$ cat src/rtl/page_erase_pkg.sv
package page_erase_pkg;
  localparam int unsigned ADDR_W      = 16;
  localparam int unsigned PAGE_OFS_W  = 5;  // 32-byte page
  localparam int unsigned PAGE_W      = ADDR_W - PAGE_OFS_W;
  localparam int unsigned CFG_W       = 8;
  localparam int unsigned CFG_EN_BIT  = 2;

  typedef logic [PAGE_W-1:0] page_t;

  typedef enum logic [0:0] {
    ST_IDLE  = 1'b0,
    ST_ERASE = 1'b1
  } erase_state_e;
endpackage

$ cat src/rtl/erase_accept.sv
module erase_accept
  import page_erase_pkg::*;
(
  input  logic             req_i,
  input  logic [CFG_W-1:0] cfg_i,
  input  logic             busy_i,
  output logic             start_o
);
  logic en;
  assign en      = cfg_i[CFG_EN_BIT];
  assign start_o = req_i & en & ~busy_i;
endmodule

$ cat src/rtl/erase_page_reg.sv
module erase_page_reg
  import page_erase_pkg::*;
(
  input  logic              clk_i,
  input  logic              rst_ni,
  input  logic              load_i,
  input  logic [ADDR_W-1:0] addr_i,
  output page_t             page_o
);
  always_ff @(posedge clk_i or negedge rst_ni) begin
    if (!rst_ni)     page_o <= '0;
    else if (load_i) page_o <= addr_i[ADDR_W-1:PAGE_OFS_W];
  end
endmodule

$ cat src/rtl/erase_timer.sv
module erase_timer #(
  parameter int unsigned TICKS = 2_000_000
) (
  input  logic clk_i,
  input  logic rst_ni,
  input  logic start_i,
  input  logic run_i,
  input  logic tick_i,
  output logic expire_o
);
  localparam int unsigned CNT_W = $clog2(TICKS + 1);
  localparam logic [CNT_W-1:0] LAST = CNT_W'(TICKS - 1);

  logic [CNT_W-1:0] cnt_q;

  assign expire_o = run_i & tick_i & (cnt_q == LAST);

  always_ff @(posedge clk_i or negedge rst_ni) begin
    if (!rst_ni)                 cnt_q <= '0;
    else if (start_i)            cnt_q <= '0;
    else if (run_i && tick_i)    cnt_q <= expire_o ? '0 : cnt_q + 1'b1;
  end
endmodule

$ cat src/rtl/page_erase_ctrl.sv
module page_erase_ctrl
  import page_erase_pkg::*;
#(
  parameter int unsigned ERASE_TICKS = 2_000_000
) (
  input  logic              clk_i,
  input  logic              rst_ni,
  input  logic              erase_req_i,
  input  logic [ADDR_W-1:0] ee_addr_i,
  input  logic [CFG_W-1:0]  cfg_i,
  input  logic              tick_i,
  output logic              erase_o,
  output logic [PAGE_W-1:0] erase_page_o,
  output logic              busy_o,
  output logic              done_o
);
  erase_state_e state_q;
  logic start, expire, busy;

  assign busy = (state_q == ST_ERASE);

  erase_accept u_accept (
    .req_i   (erase_req_i),
    .cfg_i   (cfg_i),
    .busy_i  (busy),
    .start_o (start)
  );

  erase_page_reg u_page (
    .clk_i  (clk_i),
    .rst_ni (rst_ni),
    .load_i (start),
    .addr_i (ee_addr_i),
    .page_o (erase_page_o)
  );

  erase_timer #(.TICKS(ERASE_TICKS)) u_timer (
    .clk_i    (clk_i),
    .rst_ni   (rst_ni),
    .start_i  (start),
    .run_i    (busy),
    .tick_i   (tick_i),
    .expire_o (expire)
  );

  always_ff @(posedge clk_i or negedge rst_ni) begin
    if (!rst_ni) begin
      state_q <= ST_IDLE;
      erase_o <= 1'b0;
      done_o  <= 1'b0;
    end else begin
      erase_o <= start;
      done_o  <= expire;
      if (start)       state_q <= ST_ERASE;
      else if (expire) state_q <= ST_IDLE;
    end
  end

  assign busy_o = busy;
endmodule

$ cat config.mk
export PLATFORM = sky130hd
export DESIGN_NAME = page_erase_ctrl
export DESIGN_NICKNAME = d
export VERILOG_FILES = /design/src/rtl/page_erase_pkg.sv /design/src/rtl/erase_accept.sv /design/src/rtl/erase_page_reg.sv /design/src/rtl/erase_timer.sv /design/src/rtl/page_erase_ctrl.sv
export SDC_FILE = /design/constraint.sdc
export NUM_CORES = 1
export LEC_CHECK = 0
export ABC_CLOCK_PERIOD_IN_PS = 2340
export CORE_ASPECT_RATIO = 0.6
export CORE_MARGIN = 1
export CORE_UTILIZATION = 30
export DETAILED_ROUTE_END_ITERATION = 8
export DONT_BUFFER_PORTS = 1
export PLACE_DENSITY = 0.49
export REMOVE_ABC_BUFFERS = 1
export SLEW_MARGIN = 30
export SYNTH_ARGS = -nofsm -noshare
export SYNTH_HDL_FRONTEND = slang
export SYNTH_SLANG_ARGS = --single-unit
$ cat constraint.sdc
create_clock -name clk_i -period 2.34 [get_ports clk_i]
set_clock_uncertainty 0.1 [all_clocks]
set_input_delay 0.468 -clock clk_i [delete_from_list [all_inputs] [get_ports clk_i]]
set_output_delay 0.468 -clock clk_i [all_outputs]
set_load 0.05 [all_outputs]
---- Yosys cells after proc, flatten, opt, wreduce, memory -nomap -nowiden ----
Cells that the tools add are included.
W data, S select, Z words.
cells by class
  $add $sub $neg .......................... 1
  multiply operators ...................... 0
  div/mod/pow operators ................... 0
  magnitude comparators ................... 0
  eq/ne operators ......................... 1
  shift operators ......................... 0
  mux-type cells .......................... 5
  bitwise logic cells ..................... 5
  reductions and logical operators ........ 3
operators with widths
  operator                 count
  $mux W21                 3
  $add A21 B1 Y21 const B  1
  $eq A21 B21 Y1 const B   1
  $and A1 B1 Y1            4
  $reduce_bool A2 Y1       2
  $mux W1                  2
  $logic_and A1 B1 Y1      1
  $not A1 Y1               1
word-level totals
  register bits after elaboration ......... 35
  bits in latches ......................... 0
  memory bits (writable) .................. 0
  bits in read-only memories .............. 0
  input bits .............................. 28
  memories ................................ 0

---- Logic depth before layout (Yosys ltp) ----
Gate-level depths: netlist (run 1).
  depth after elaboration ................. 5
  gate-level depth with buffers ........... 7
  gate-level depth less buffers ........... 6

---- By module ----
From an unflattened synthesis (run 1), not the netlist that was laid out.
unflattened totals
  cell total of the unflattened synthesis .. 156
  area total of the unflattened synthesis .. 1736.7 um2
modules (own cells, without submodules)
  module           times used  cells an instance  area each (um2)  seq. area each (um2)
  erase_timer      1           127                1193.6           525.5
  erase_page_reg   1           23                 447.9            275.3
  page_erase_ctrl  1           5                  86.3             75.1
  erase_accept     1           1                  8.8              0.0

---- Worst setup path before layout (run 1) ----
No wires, ideal clock.
  kind .................................... register to register
  start point ............................. register state_q (netlist: busy_o)
  end point ............................... register u_timer.cnt_q[17]
  setup time .............................. 0.119 ns
  arrival time ............................ 1.732 ns
  data required time ...................... 2.121 ns
  path slack .............................. 0.389 ns
  stages on the path, launching flop included .. 6
  path buffers ............................ 0
  cell sequence ........................... dfrtp_1 nand3b_4 a211o_1 nor4_2 xnor2_1 nor2_2
on the way
  longest elaborated chain between the ends .. 5
  elaborated cells between the ends (all ways) .. 9
  those cells by class .................... mux: 3; bitwise: 4; reduce/logical: 2
RTL lines
  element                      RTL line               RTL
  start: declaration           page_erase_ctrl.sv:17  erase_state_e state_q;
  start signal: assignment     page_erase_ctrl.sv:48  state_q <= ST_IDLE;
  start signal: assignment     page_erase_ctrl.sv:54  if (start) state_q <= ST_ERASE;
  start signal: assignment     page_erase_ctrl.sv:55  else if (expire) state_q <= ST_IDLE;
  $and A1 B1 Y1 (2 in series)  erase_timer.sv:16      assign expire_o = run_i & tick_i & (cnt_q == LAST);
  $mux W21 (2 in series)       erase_timer.sv:21      else if (run_i && tick_i) cnt_q <= expire_o ? '0 : cnt_q + 1'b1;
  $mux W21                     erase_timer.sv:20      else if (start_i) cnt_q <= '0;
  end signal: assignment       erase_timer.sv:21
  end: declaration             erase_timer.sv:14      logic [CNT_W-1:0] cnt_q;
Parallel ways exist; a longest one is shown, timed or not. The select of a mux whose other input is x is not followed.
A chain may end at the register's enable or synchronous reset.

---- Worst setup path in the final report (run 1) ----
  start point ............................. register u_timer.cnt_q[7]
  end point ............................... register u_timer.cnt_q[19]
on the way
  longest elaborated chain between the ends .. 5
  elaborated cells between the ends (all ways) .. 6
  those cells by class .................... add/sub: 1; eq/ne: 1; mux: 3; bitwise: 1
RTL lines
  element                                                                  RTL line
  parallel branches: the longest is 2 deep, another holds $add A21 B1 Y21  --
  $mux W21 * (2 in series)                                                 erase_timer.sv:21
  $mux W21 *                                                               erase_timer.sv:20
Mark *: on every way between the ends. The select of a mux whose other input is x is not followed.

==> results.md, run 1 <==
| Parameter | This run |
| --- | --- |
| GR Util met1 | 17.6% |
| Sequential share of power | 61.0% |
| Initial antenna violation count | 0 |
| Syn-to-layout area delta | 13.8% |
| First-pass iteration count of the detailed router | 6 |
| Number of hold-slack violations in the final timing report | 0 |
| Maximum number of pins on one net before global-route repair | 36 |
| Switching share of total power | 40.0% |
| Post-Syn Area | 1620 µm² |
| Met2 capacity usage during global routing | 17.0% |
| Clock input transition at the sequential cells of the worst setup and hold paths | 0.07 ns |
| Number of buffer cells added on primary ports | 0 |
| Total Nets Final | 209 |
| Endpoint of the worst-slack reg-to-reg timing path | u_timer.cnt_q[19]$_DFFE_PN0P_ |
| Detail Route Antenna Nets | 0 |
| Cells after synthesis | 170 |
| Via count | 1148 |
| CTS sink count | 35 |
| Combinational fraction of design power | 12.8% |
| Total negative setup slack | 0 ns |
| Internal power | 0.00110 W |
| Num CTS Buffers | 5 |
| Vertical die dimension | 59.0 µm |
| Overall die width | 96.9 µm |
| Minimum period implied by the final worst setup slack | 1.99 ns |
| Number of cells on the worst reg-to-reg path | 5 |
| Maximum fanout encountered on the critical timing path | 5 |
| Setup CP Type | register to register |
| Resized Gates After CTS | 0 |
| Power, Total | 0.00182 W |
| Min-Delay Path Depth | 2 |
| Combinational family with the most area after synthesis | simple AND/OR/NAND/NOR gates |
| Routability-driven placement congestion ratio | 0.747 |
| Setup repair after global routing missed its margin | no |
| Required time reported for the critical path endpoint | 2.41 ns |
| Routed WL per cell | 13.6 µm |
| Post-synthesis adder-cell area fraction | 0.772% |
| Hold Path Class | input pin to register |
| Full die area | 5710 µm² |
| Post-route fraction of the period consumed by the critical path | 85.0% |
| Worst IR drop on VDD | 298 µV |
| Number of cell rows | 20 |
| Hold Crit Start | ee_addr_i[13] |
| Static Leakage | 0.887 nW |
| GRT met3 Usage | 4.39% |
| Critical Path Sink Type | register |
| Compound-cell area share of the yosys netlist | 3.47% |
| DRC violations left | 0 |
| Maximum capacitance violations | 0 |
| Reg2reg setup slack | 0.35 ns |
| Total detailed-routing wirelength | 3350 µm |
| Hold endpoint | u_page.page_o[8]$_DFFE_PN0P_ |
| Dpl hpwl | 2390 µm |
| Fmax achieved | 503 MHz |
| Ports placed on the boundary | 42 |
| Startpoint of the worst-slack reg-to-reg timing path | u_timer.cnt_q[7]$_DFFE_PN0P_ |
| Simple-gate share of the synthesized area | 30.0% |
| Synthesized flop and latch total | 35 |
| # Post-CTS Setup Buffers | 0 |
| Wire length of the first global-routing pass | 5340 µm |
| Prevailing post-synth register cell | sky130_fd_sc_hd__dfrtp_1 |
| Post-Synth XOR/XNOR Area | 9.18% |
| Clock latency of the later-clocked register in the worst-skew pair | 0.28 ns |
| Syn avg cell area | 9.54 µm² |
| Slew at the pin with the worst max-slew slack | 0.514 ns |
| Element type at the critical path start | register |
| GRT overflow | 0 |
| Layout cell share with drive strength beyond 1 | 10.5% |
| Clock share of power | 26.2% |
| Most used routing layer | met1 |
| Power per cell area | 989 nW/µm² |
| CP Data Arrival Time | 2.06 ns |
| Relative slew margins | 65.7% |
| Via count of the first global-routing pass | 1060 |
| CTS tree | yes |
| Number of enable flip-flop cells after synthesis | 0 |
| Clk Tree Root Cell | sky130_fd_sc_hd__clkbuf_8 |
| Maximum clock path buffer count | 2 |
| Proportion of synthesized area in mux cells | 0% |
| Net switching power | 0.000729 W |
| Final antenna diode count | 0 |
| Share of synthesized flip-flops with an asynchronous set or reset | 100% |
| Register area share after synthesis | 54.0% |
| Count of routing violations after the opening detailed-route iteration | 47 |
| Initial cell density of the core | 31.6% |
| Synth warn | 0 |
| Final count of negative-setup-slack endpoints | 0 |
| Final number of max-transition violations | 0 |
| Fill count | 509 |
| Number of unique standard cell types used by synthesis | 33 |
| Depth of the CTS H-tree | 2 |
| Run status | finished clean |
| DR vias/cell | 4.65 |
| Core footprint | 5130 µm² |
| Global router's overall resource usage | 12.5% |
==> synthesized netlist by cell type, drive strengths merged (2+ instances only) <==
| master | count | area share, % |
|---|---|---|
| nor2 | 23 | 5.5 |
| buf | 2 | 0.93 |
| xnor2 | 10 | 5.4 |
| nand2 | 48 | 12 |
| nor3 | 5 | 1.5 |
| nand4 | 5 | 2.3 |
| and3 | 2 | 0.77 |
| nand3 | 5 | 1.5 |
| dfrtp | 35 | 54 |
| xor2 | 7 | 3.8 |
| nor4 | 2 | 1.2 |
| nor3b | 2 | 0.93 |
| nor4b | 2 | 1.1 |
| o21ai | 3 | 0.93 |
| inv | 6 | 1.4 |
==> cell type report <==
class	count	area, µm²	area share (%)
timing repair buffer	6	60.1	3.25
tap	66	82.6	4.47
multi-input combinational	126	704	38.2
sequential	35	876	47.5
inverter	6	22.5	1.22
clock buffer	8	100	5.42
==> worst max-delay path by stage <==
stage | start | end | slack, ns | depth (start not counted)
after floorplan | busy_o$_DFFE_PN0P_ | u_timer.cnt_q[6]$_DFFE_PN0P_ | 0.28 | 6
after global placement | u_timer.cnt_q[7]$_DFFE_PN0P_ | u_timer.cnt_q[19]$_DFFE_PN0P_ | 0.40 | 5
after detailed placement | u_timer.cnt_q[7]$_DFFE_PN0P_ | u_timer.cnt_q[19]$_DFFE_PN0P_ | 0.43 | 5
after CTS | u_timer.cnt_q[7]$_DFFE_PN0P_ | u_timer.cnt_q[19]$_DFFE_PN0P_ | 0.40 | 5
after global routing | u_timer.cnt_q[7]$_DFFE_PN0P_ | u_timer.cnt_q[19]$_DFFE_PN0P_ | 0.21 | 5
final | u_timer.cnt_q[7]$_DFFE_PN0P_ | u_timer.cnt_q[19]$_DFFE_PN0P_ | 0.35 | 5
==> power by group through the flow <==
stage	combinational [W]	sequential, W	clock, W
finish	0.000234	0.00111	0.000477
global route	0.000270	0.00113	0.000525
CTS	0.000239	0.00112	0.000500
detailed placement	0.000220	0.00113	0
global placement	0.000208	0.00112	0
floorplan	0.000164	0.00111	0
==> metal layers <==
metal  vias up  routed length [µm]
met5         -                   0
met4         0                  43
met3         2                 127
met2        19                1420
met1       555                1760
li1        572                   -
==> cell families after synthesis <==
family | Yosys count
flip-flops | 35
AO/OA/AOI/OAI | 8
buffers and inverters | 9
adder cells (fa/ha/maj) | 1
AND/OR/NAND/NOR | 100
XOR/XNOR | 17
==> placed cells by master, fill, tap and decap left out <==
| master | n |
|---|---|
| sky130_fd_sc_hd__nand2_1 | 47 |
| sky130_fd_sc_hd__dfrtp_1 | 35 |
| sky130_fd_sc_hd__nor2_1 | 22 |
| sky130_fd_sc_hd__xnor2_1 | 10 |
| sky130_fd_sc_hd__xor2_1 | 7 |
| sky130_fd_sc_hd__clkbuf_8 | 7 |
| sky130_fd_sc_hd__inv_1 | 6 |
| sky130_fd_sc_hd__nand3_1 | 5 |
| sky130_fd_sc_hd__nor3_1 | 5 |
| sky130_fd_sc_hd__nand4_1 | 4 |
| sky130_fd_sc_hd__buf_4 | 4 |
| sky130_fd_sc_hd__o21ai_0 | 3 |
| sky130_fd_sc_hd__nor4b_1 | 2 |
| sky130_fd_sc_hd__and3_1 | 2 |
| sky130_fd_sc_hd__nor3b_1 | 2 |
| sky130_fd_sc_hd__nand4_2 | 1 |
| sky130_fd_sc_hd__or2_1 | 1 |
| sky130_fd_sc_hd__nor2b_1 | 1 |
| sky130_fd_sc_hd__and4_1 | 1 |
| sky130_fd_sc_hd__nor4_1 | 1 |
| sky130_fd_sc_hd__or3_4 | 1 |
| sky130_fd_sc_hd__nand3b_4 | 1 |
| sky130_fd_sc_hd__nand2_4 | 1 |
| sky130_fd_sc_hd__a211o_1 | 1 |
| sky130_fd_sc_hd__a211oi_2 | 1 |
| sky130_fd_sc_hd__and2_1 | 1 |
| sky130_fd_sc_hd__a31oi_1 | 1 |
| sky130_fd_sc_hd__o22ai_1 | 1 |
| sky130_fd_sc_hd__a21o_1 | 1 |
| sky130_fd_sc_hd__nor4_2 | 1 |
| sky130_fd_sc_hd__nor2_2 | 1 |
| sky130_fd_sc_hd__ha_1 | 1 |
| sky130_fd_sc_hd__clkbuf_1 | 1 |
| sky130_fd_sc_hd__buf_12 | 1 |
| sky130_fd_sc_hd__dlygate4sd3_1 | 1 |
==> state kept, by name, summed over array words and instances, names as in the netlist <==
name           cells
u_page.page_o     11
erase_o            1
busy_o             1
u_timer.cnt_q     21
done_o             1
==> stage by stage <==
stage / hold slack, ns / area, µm² / utilization (%) / setup WS [ns] / cells
final: 0.196 / 1850 / 36.0 / 0.351 / 247
after global routing: 0.181 / 1850 / 36.0 / 0.211 / 247
after CTS: 0.186 / 1850 / 36.0 / 0.397 / 247
after detailed placement: 0.0739 / 1720 / 33.4 / 0.429 / 237
after global placement: 0.0740 / 1720 / 33.4 / 0.401 / 237
after floorplan: 0.0724 / 1600 / - / 0.285 / 167
==> critical path, cell delays in order, from the launching register on <==
cell	delay, ns
sky130_fd_sc_hd__dfrtp_1	0.42
sky130_fd_sc_hd__nor4b_1	0.39
sky130_fd_sc_hd__nand4_1	0.18
sky130_fd_sc_hd__o21ai_0	0.42
sky130_fd_sc_hd__o22ai_1	0.16
sky130_fd_sc_hd__a21o_1	0.20
==> timing repair <==
item                       in CTS  in global routing
hold endpoints to repair       35                  0
hold buffers                    2                  0
setup endpoints to repair       0                  0
(Power assumes the default switching activity.)
==> run 2: changes to the inputs <==
- ABC_CLOCK_PERIOD_IN_PS: 2340 -> 1990
- clock period: 2.34 -> 1.99 ns (I/O delays scaled with it)
==> results.md, run 2 (synthesis gave the netlist of run 1 again) <==
| Parameter | This run | vs previous |
| --- | --- | --- |
| Run status | finished clean |  |
| Final number of max-transition violations | 0 | unchanged |
| Clock input transition at the sequential cells of the worst setup and hold paths | 0.07 ns | about the same |
| Total detailed-routing wirelength | 3380 µm | +0.83% |
| Maximum clock path buffer count | 2 | unchanged |
| Hold Path Class | input pin to register |  |
| DRC violations left | 0 | unchanged |
| Full die area | 5710 µm² | unchanged |
| Minimum period implied by the final worst setup slack | 1.86 ns | -0.129 ns |
| Core footprint | 5130 µm² | unchanged |
| Dpl hpwl | 2400 µm | +0.52% |
| Number of cell rows | 20 | unchanged |
| Required time reported for the critical path endpoint | 2.06 ns | -0.35 ns |
| Maximum capacitance violations | 0 | unchanged |
| GRT met3 Usage | 4.16% | -0.24 points |
| Final antenna diode count | 0 | unchanged |
| Final count of negative-setup-slack endpoints | 0 | unchanged |
| Post-route fraction of the period consumed by the critical path | 93.5% | +8.5 points |
| Commonest cells after routing, fill and taps aside | 47 x sky130_fd_sc_hd__nand2_1, 35 x sky130_fd_sc_hd__dfrtp_1, 22 x sky130_fd_sc_hd__nor2_1, 10 x sky130_fd_sc_hd__xnor2_1 |  |
| Maximum number of pins on one net before global-route repair | 36 | unchanged |
| Setup repair after global routing missed its margin | no |  |
| Relative slew margins | 67.1% | +1.4 points |
| Ports placed on the boundary | 42 | unchanged |
| Detail Route Antenna Nets | 0 | unchanged |
| GRT overflow | 0 | unchanged |
| Worst IR drop on VDD | 417 µV | +40% |
| Most used routing layer | met1 |  |
| First-pass iteration count of the detailed router | 4 | -2 |
| Via count | 1181 | +2.9% |
| Overall die width | 96.9 µm | unchanged |
| Routed WL per cell | 13.5 µm | -0.38% |
| Number of non-filler instances in the completed layout | 250 | +1.2% |
| Setup CP Type | register to register |  |
| Static Leakage | 0.914 nW | +3.0% |
| CP Data Arrival Time | 1.93 ns | -0.13 ns |
| Cell area after layout | 1900 µm² | +3.1% |
| Depth of the CTS H-tree | 2 | unchanged |
| CTS tree | yes |  |
| Critical Path Sink Type | register |  |
| Slew at the pin with the worst max-slew slack | 0.493 ns | -0.0206 ns |
| DR vias/cell | 4.72 | +1.6% |
| Via count of the first global-routing pass | 1076 | +1.5% |
| Placed Instance Area | 1740 µm² | +1.3% |
| Met2 capacity usage during global routing | 16.4% | -0.60 points |
| Number of buffer cells added on primary ports | 0 | unchanged |
| Number of hold-slack violations in the final timing report | 0 | unchanged |
| CTS sink count | 35 | unchanged |
| Fmax achieved | 538 MHz | +6.9% |
| Worst stage delay on the critical path | 0.44 ns | +0.02 ns |
| Max FFs per register | 21 | unchanged |
| Num CTS Buffers | 5 | unchanged |
| Clk Tree Root Cell | sky130_fd_sc_hd__clkbuf_8 |  |
| Total Nets Final | 212 | +1.4% |
| Routability-driven placement congestion ratio | 0.787 | +5.4% |
| Initial cell density of the core | 31.6% | unchanged |
| Count of routing violations after the opening detailed-route iteration | 48 | +2.1% |
| Element type at the critical path start | register |  |
| Largest registers | u_timer.cnt_q x21, u_page.page_o x11 |  |
| Wire length of the first global-routing pass | 5350 µm | +0.26% |
| Vertical die dimension | 59.0 µm | unchanged |
| Layout cell share with drive strength beyond 1 | 14.1% | +3.6 points |
| Syn-to-layout area delta | 17.4% |  |
| Clock latency of the later-clocked register in the worst-skew pair | 0.28 ns | about the same |
| Power, Total | 0.00225 W | +23% |
| Global router's overall resource usage | 12.4% | -0.13 points |
| Critical path, cell by cell | nand3b_4 > a211o_1 > nor4_2 > xnor2_1 > nor2_2 |  |
| CP max-delay cell | sky130_fd_sc_hd__a211o_1 |  |
| DP Cell Count | 240 | +1.3% |
| Total negative setup slack | 0 ns | unchanged |
| Power per cell area | 1180 nW/µm² | +20% |
| Maximum fanout encountered on the critical timing path | 9 | +4 |
| Largest Register | u_timer.cnt_q |  |
| Most common library cell in the layout ignoring fill and taps | sky130_fd_sc_hd__nand2_1 |  |
| Initial antenna violation count | 0 | unchanged |
| GR Util met1 | 18.4% | +0.85 points |
## run 2: cell types whose count changed in the layout (fill, tap and decap cells not counted), sizes merged
cell and delta:
bufinv +1, clkbuf -2, clkinv +1, buf +3
## run 2: metrics by stage
stage	setup slack [ns]	hold slack [ns]	util [%]
detailed placement	0.0998	0.00368	33.9
global route	0.0124	0.117	37.1
finish	0.130	0.122	37.1
CTS	0.0785	0.116	36.8
floorplan	-0.0653	0.00241	-
global placement	0.0180	0.00398	33.9
## run 2: worst max-delay path: cells and delay by family, from the launching register on
family,cells,cell delay (ns)
DFF,1,0.43
and+or+nand+nor,3,0.60
xor gates and xnor gates,1,0.17
AOI/OAI and AO/OA,1,0.44
## run 2: worst paths after layout
path | startpoint | end | slack (ns) | cells past startpoint
worst max-delay path | busy_o$_DFFE_PN0P_ | u_timer.cnt_q[17]$_DFFE_PN0P_ | 0.13 | 5
worst min-delay path | ee_addr_i[15] | u_page.page_o[10]$_DFFE_PN0P_ | 0.12 | 2
worst max register to register | busy_o$_DFFE_PN0P_ | u_timer.cnt_q[17]$_DFFE_PN0P_ | 0.13 | 5
worst min register to register | u_timer.cnt_q[1]$_DFFE_PN0P_ | u_timer.cnt_q[1]$_DFFE_PN0P_ | 0.43 | 2
max in group asynchronous | rst_ni | u_page.page_o[3]$_DFFE_PN0P_ | 1.15 | 2
min in group asynchronous | rst_ni | u_timer.cnt_q[4]$_DFFE_PN0P_ | 0.46 | 2
## run 2: area by class of cell
type                    instances  area [µm²]
inverters                       6        22.5
clock buffers                   6        82.6
flip-flops and latches         35         876
clock inverters                 2        35.0
well taps                      66        82.6
repair buffers                  9        82.6
fillers                       500        3230
multi-input cells             126         722
## run 2: timing repair
item / CTS / global route
setup endpoints to repair: 0 / 20
hold buffers: 2 / 0
hold endpoints to repair: 35 / 0
setup buffers: 0 / 0
gates resized for setup: 0 / 4
## run 2: per-layer routing
metal | share of wire (%) | routed length, µm | up-vias
li1 | - | - | 580
met1 | 53 | 1780 | 577
met2 | 43 | 1440 | 22
met3 | 3.6 | 122 | 2
met4 | 1.0 | 35 | 0
met5 | 0 | 0 | -
## run 2: power by group
| part | internal, W | switching [W] |
|---|---|---|
| combinational | 0.000123 | 0.000161 |
| sequential | 0.000856 | 0.000454 |
| clock | 0.000405 | 0.000252 |
